===== src/rtl/byte_read_pkg.sv =====
package byte_read_pkg;

    localparam int BUS_W  = 8;
    localparam int WIDE_W = 16;

    typedef enum logic {
        BYTE_HI = 1'b0,
        BYTE_LO = 1'b1
    } byte_sel_e;

    typedef struct packed {
        logic             en;
        logic [BUS_W-1:0] d;
    } bus_drv_t;

    function automatic logic [BUS_W-1:0] pick_byte(
        input logic [WIDE_W-1:0] v,
        input byte_sel_e         s
    );
        return (s == BYTE_LO) ? v[BUS_W-1:0] : v[WIDE_W-1:BUS_W];
    endfunction

endpackage


===== src/rtl/rd_inhibit.sv =====
module rd_inhibit
    import byte_read_pkg::*;
(
    input  logic      clk,
    input  logic      rst,
    input  logic      oe_n,
    input  byte_sel_e sel,
    output logic      hold
);

    logic hold_q;
    logic oe_q;
    logic start_rd;
    logic done_rd;

    assign start_rd = !oe_n && (sel == BYTE_HI);
    assign done_rd  = oe_n && !oe_q && (sel == BYTE_LO);
    assign hold     = hold_q || start_rd;

    always_ff @(posedge clk) begin
        if (rst) begin
            hold_q <= 1'b0;
            oe_q   <= 1'b1;
        end else begin
            oe_q <= oe_n;
            if (start_rd) begin
                hold_q <= 1'b1;
            end else if (done_rd) begin
                hold_q <= 1'b0;
            end
        end
    end


    hi_rd_arms_chk: assert property (@(posedge clk) disable iff (rst)
        (!oe_n && sel == BYTE_HI) |=> hold_q);


    lo_release_clears_chk: assert property (@(posedge clk) disable iff (rst)
        (!$past(rst) && hold_q && oe_n && !$past(oe_n) && sel == BYTE_LO) |=> !hold_q);


    hi_release_keeps_chk: assert property (@(posedge clk) disable iff (rst)
        (hold_q && oe_n && sel == BYTE_HI) |=> hold_q);

endmodule


===== src/rtl/pos_latch.sv =====
module pos_latch #(
    parameter int W = 16
) (
    input  logic         clk,
    input  logic         rst,
    input  logic         hold,
    input  logic [W-1:0] cnt,
    output logic [W-1:0] pos
);

    always_ff @(posedge clk) begin
        if (rst) begin
            pos <= '0;
        end else if (!hold) begin
            pos <= cnt;
        end
    end


    track_chk: assert property (@(posedge clk) disable iff (rst)
        !hold |=> (pos == $past(cnt)));


    freeze_chk: assert property (@(posedge clk) disable iff (rst)
        hold |=> $stable(pos));

endmodule


===== src/rtl/byte_mux.sv =====
module byte_mux
    import byte_read_pkg::*;
(
    input  logic              oe_n,
    input  byte_sel_e         sel,
    input  logic [WIDE_W-1:0] wide,
    output logic              bus_en,
    output logic [BUS_W-1:0]  bus_d
);

    bus_drv_t drv;

    always_comb begin
        drv.en = !oe_n;
        drv.d  = drv.en ? pick_byte(wide, sel) : '0;
    end

    assign bus_en = drv.en;
    assign bus_d  = drv.d;

endmodule


===== src/rtl/byte_read_if.sv =====
module byte_read_if
    import byte_read_pkg::*;
#(
    parameter int CNT_W = 16
) (
    input  logic             clk,
    input  logic             rst,
    input  logic [CNT_W-1:0] cnt_i,
    input  logic             oe_n,
    input  logic             sel,
    output logic             bus_en,
    output logic [BUS_W-1:0] bus_d
);

    localparam int PAD_W = WIDE_W - CNT_W;

    byte_sel_e         sel_e;
    logic              hold;
    logic [CNT_W-1:0]  pos;
    logic [WIDE_W-1:0] wide;

    assign sel_e = byte_sel_e'(sel);

    rd_inhibit u_inhibit (
        .clk  (clk),
        .rst  (rst),
        .oe_n (oe_n),
        .sel  (sel_e),
        .hold (hold)
    );

    pos_latch #(.W(CNT_W)) u_latch (
        .clk  (clk),
        .rst  (rst),
        .hold (hold),
        .cnt  (cnt_i),
        .pos  (pos)
    );

    generate
        if (PAD_W == 0) begin : g_full
            assign wide = pos;
        end else begin : g_pad
            assign wide = {{PAD_W{1'b0}}, pos};
        end
    endgenerate

    byte_mux u_mux (
        .oe_n   (oe_n),
        .sel    (sel_e),
        .wide   (wide),
        .bus_en (bus_en),
        .bus_d  (bus_d)
    );


    bus_idle_chk: assert property (@(posedge clk) disable iff (rst)
        oe_n |-> (!bus_en && bus_d == '0));

endmodule


===== config.mk =====
export PLATFORM = sky130hd
export DESIGN_NAME = byte_read_if
export DESIGN_NICKNAME = d
export VERILOG_FILES = /design/src/rtl/byte_read_pkg.sv /design/src/rtl/rd_inhibit.sv /design/src/rtl/pos_latch.sv /design/src/rtl/byte_mux.sv /design/src/rtl/byte_read_if.sv
export SDC_FILE = /design/constraint.sdc
export NUM_CORES = 1
export LEC_CHECK = 0
export ABC_AREA = 1
export BUFFER_PORTS_ARGS = -buffer_cell sky130_fd_sc_hd__buf_2
export CORE_ASPECT_RATIO = 0.9
export CORE_MARGIN = 4
export CORE_UTILIZATION = 50
export CTS_BUF_LIST = sky130_fd_sc_hd__clkbuf_8 sky130_fd_sc_hd__clkbuf_16
export CTS_CLUSTER_SIZE = 16
export DETAILED_ROUTE_END_ITERATION = 10
export GPL_TIMING_DRIVEN = 0
export PLACE_DENSITY = 0.82
export SLEW_MARGIN = 15
export SYNTH_ARGS = -nofsm -noshare
export SYNTH_HDL_FRONTEND = slang
export SYNTH_SLANG_ARGS = --single-unit

===== constraint.sdc =====
create_clock -name clk -period 1.5 [get_ports clk]
set_clock_uncertainty 0.15 [all_clocks]
set_input_delay 0 -clock clk [delete_from_list [all_inputs] [get_ports clk]]
set_output_delay 0 -clock clk [all_outputs]
set_load 0.01 [all_outputs]

==> Word level (Yosys, flattened, before mapping) <==
Cells that the tools add are included.
{ "word_totals": {"register_bits": 18, "inputBits": 20, "output_inout_bits": 9, "word_cells": 15} }
{ "classes": {"mux": 4, "bitwise": 1, "n_reduce_logical": 7} }
{ "op_table": {"columns": ["cell", "count"], "rows": [
  ["2-to-1 mux 8 bit", 2],
  ["logical AND 1 bit", 3],
  ["zero test 1 bit", 2],
  ["2-to-1 mux 1 bit", 2],
  ["nonzero test 2 bit", 1],
  ["logical OR 1 bit", 1],
  ["NOT 1 bit", 1]
]} }

==> Longest topological paths before layout <==
{ "depth": {"ltp_word": 5, "mapped_depth": 6, "ltp_nobuf": 5} }

==> By module <==
Synthesis repeated with hierarchy kept, for this count alone.
{ "hier_totals": {"cells_unflattened": 154, "hier_area_um2": 935.9} }
{ "modules_own_cells": {"columns": ["mod", "n_inst", "cells_each", "area_each_um2", "seq_area_each_um2"], "rows": [
  ["pos_latch", 1, 101, 670.6, 320.3],
  ["byte_mux", 1, 43, 187.7, 0.0],
  ["rd_inhibit", 1, 10, 77.6, 40.0]
]} }

==> Worst setup path before layout <==
Ideal clock, no wire load.
{ "synth_path": {"path_type": "register to register", "start": "register u_inhibit.hold_q", "end": "register u_latch.pos[11]", "setup_time_ns": 0.062, "t_arrival_ns": 0.868, "t_required_ns": 1.288, "slack_ns": 0.420, "path_stages_with_launch": 6, "n_path_buf": 1, "synth_period_minus_slack_ns": 1.080, "cell_sequence": "dfxtp_1 inv_2 buf_4 nand3_1 nand2_1 nor2_2"} }
{ "synth_between": {"elab_chain_cells": 1} }
{ "synth_lines": {"columns": ["item", "line", "rtl"], "rows": [
  ["start: declaration", "rd_inhibit.sv:11", "logic hold_q;"],
  ["start signal: assignment", "rd_inhibit.sv:22", "hold_q <= 1'b0;"],
  ["start signal: assignment", "rd_inhibit.sv:27", "hold_q <= 1'b1;"],
  ["start signal: assignment", "rd_inhibit.sv:29", "hold_q <= 1'b0;"],
  ["logical OR 1 bit", "rd_inhibit.sv:18", "assign hold = hold_q || start_rd;"],
  ["end signal: assignment", "pos_latch.sv:15", "pos <= cnt;"],
  ["end: declaration", "pos_latch.sv:8", "output logic [W-1:0] pos"]
]} }
No other way between the ends.
A chain may end at the register's enable or synchronous reset.

==> Worst setup path after layout <==
{ "layout_path": {"start": "input port oe_n", "end": "output port bus_d[6]"} }
{ "layout_between": {"elab_chain_cells": 1} }
{ "layout_lines": {"columns": ["item", "line", "rtl"], "rows": [
  ["start: declaration", "byte_read_if.sv:9", "input logic oe_n,"],
  ["2-to-1 mux 8 bit", "byte_mux.sv:15", "drv.d = drv.en ? pick_byte(wide, sel) : '0;"],
  ["end: declaration", "byte_read_if.sv:12", "output logic [BUS_W-1:0] bus_d"]
]} }
No other way between the ends.

==> qor.csv <==
stage,metric,value,unit
sta,Slew @ Worst Pin,0.2219,ns
critical_path,crit path DAT,1.18,ns
die,num rows,15,
sta,Max Slew Vio Count,0,
sta,post-layout min period,1.335,ns
die,Initial Utilization,52.16,%
sta,setup ws final,0.1653,ns
finish,Layout area overhead,39.35,%
critical_path,crit-path max cell delay,0.56,ns
critical_path,crit path max-delay cell type,dlygate4sd3_1,
placed_design,buffers added on ports,28,
global_routing,global-route wire length before repair,4464,um
global_routing,grt ovf,0,
clock_network,CTS tree,built,
placed_design,Final GP Congestion,0.7563,
critical_path,crit path max fanout,10,
die,Top Ports,29,
clock_network,clk root buf,clkbuf_8,
sta,Max Clk Rate,749.2,MHz
power_and_ir_drop,LEAKAGE,0.7386,nW
clock_network,TritonCTS buffer count,3,
yosys,YS warnings,0,
sta,Final Setup Violations,0,
finish,most frequent cells in the layout,"nor2_1, buf_2, nand2_1",
die,Die Area,2777,sq um
yosys,sequential share of the synthesized area,36.09,%
critical_path,crit-path cells,dlygate4sd3_1 -> buf_2 -> inv_4 -> o21ai_1 -> nor2_1 -> buf_2,
status,status,"complete, no violations",
placed_design,DP Wirelength,1569,um
yosys,Synth Area per Inst,7.235,sq um
sta,period utilization,88.98,%
critical_path,Crit path max-delay family,buffers and inverters,
sta,max_slew headroom,85.19,%
placed_design,Post-Place Setup Slack,0.3359,ns
critical_path,Worst setup SP type,input port,
sta,Final Hold Vio Count,0,
finish,Ant. Diodes,0,
power_and_ir_drop,Max IR drop VDD,652.8,uV
detailed_routing,drt wl/cell,12.60,um
clock_network,Clock Latency Late Sink,0.25,ns
clock_network,H-tree depth,1,
clock_network,Post-CTS Setup Bufs,0,
critical_path,Most common cell on crit path,buf_2,
critical_path,endpoint class of the critical path,output port,
critical_path,WP data required,1.35,ns
yosys,syn_nets,158,
job,Max-cap violations,0,
critical_path,WP buf/inv,4,
finish,fillers,148,
sta,unrepaired setup endpoints after global routing,false,
yosys,Netlist cell types,20,
detailed_routing,Vias/cell,4.896,
yosys,synthesized instance count,138,
global_routing,initial antenna violation count,0,
power_and_ir_drop,total power draw,1.192,mW
yosys,synthesized area,998.5,sq um
detailed_routing,Pre-antenna DRT Iters,4,
finish,utilization after layout,72.68,%
die,DIE WIDTH,55.11,um
detailed_routing,vias,1038,
finish,fin nets,209,
detailed_routing,DR iter-0 viols,20,
yosys,synthesized flop and latch total,18,
finish,fin area,1391,sq um
die,Die Y,50.40,um
global_routing,largest net degree at the start of global routing,11,
clock_network,clock buffer depth,2,
die,CORE AREA,1914,sq um
detailed_routing,DRC,0,
finish,ratio of cells with drive above 1 in the final layout,33.69,%
detailed_routing,ANT nets after route,0,
clock_network,"Clk pin slew, worst setup/hold paths",0.07,ns
hold_path,Hold Crit Class,input port to flip-flop,
global_routing,number of global-route vias before repair,992,
global_routing,Total Routing Usage GR,22.29,%
detailed_routing,Detailed Route WL,2672,um
sta,post-route setup TNS,0,ns
power_and_ir_drop,PD cells,856.7,nW/um^2
clock_network,Clock Sinks,18,
critical_path,critical path class,input port to output port,
placed_design,instance area at placement,1170,sq um
[final cells by class]
type	instances	area [sq um]	share of cell area, %
multi-input combinational	95	483.0	34.71
sequential	18	360.3	25.90
timing repair buffer	46	320.3	23.02
inverter	20	91.34	6.565
buffer	5	63.81	4.586
clock buffer	3	41.29	2.968
tap	25	31.28	2.248
[kinds of logic (layout without fill, tap and decap cells)]
logic type      after synthesis  count (layout)  synth area share (%)
compound gates                9               9                 4.510
buf+inv                      25              74                 15.54
flops                        18              18                 36.09
simple gates                 86              86                 43.86
[state kept, by name, summed over array words and instances (netlist names)]
signal	count
u_inhibit.hold_q	1
u_inhibit.oe_q	1
u_latch.pos	16
[per-layer routing]
layer | up-vias | global-route usage, % | part of all wire, %
met3 | 13 | 5.935 | 5.6
met1 | 469 | 25.73 | 40
li1 | 516 | - | -
met5 | - | 0 | 0
met4 | 0 | 11.34 | 3.8
met2 | 40 | 36.61 | 50
[path summary, 6_finish.rpt]
path	end	cells after the start	startpoint	slack (ns)
setup reg to reg	u_latch.pos[12]$_SDFFE_PP0N_	5	u_inhibit.hold_q$_SDFFE_PP0P_	0.28
hold / removal	u_inhibit.hold_q$_SDFFE_PP0P_	5	sel	0.09
setup / recovery	bus_d[6]	6	oe_n	0.17
hold reg to reg	u_latch.pos[8]$_SDFFE_PP0N_	2	u_latch.pos[8]$_SDFFE_PP0N_	0.34
[worst min-delay path, cell delays in order]
cell	delay, ns
buf_2	0.11
buf_6	0.14
nand2_1	0.05
o21ai_0	0.07
nor2_1	0.08
[where the power goes]
part	total [mW]	switching [mW]	internal, mW
registers	0.548	0.0276	0.521
clock network	0.334	0.155	0.178
logic	0.310	0.161	0.149
total	1.19	0.344	0.848
[cells in the mapped netlist, drive strengths merged]
cell type / n / area [sq um]
nor2: 49 / 252.7
nand3: 16 / 90.09
buf: 5 / 63.81
nand2: 21 / 95.09
bufinv: 1 / 17.52
a21oi: 1 / 5.000
dfxtp: 18 / 360.4
inv: 19 / 73.83
o21ai: 8 / 40.03
[stage by stage]
stage                     cells  hold slack (ns)
final                       212          0.08770
after global routing        212           0.1293
after CTS                   212          0.09051
after detailed placement    191           0.1614
after global placement      191           0.1488
after floorplan             138          -0.1059
[repair_timing]
item                      in CTS  in global routing
gates resized for setup        0                  0
hold endpoints to repair      18                  0
hold buffers                  18                  0
No activity file was read; power rests on OpenSTA's default activity.
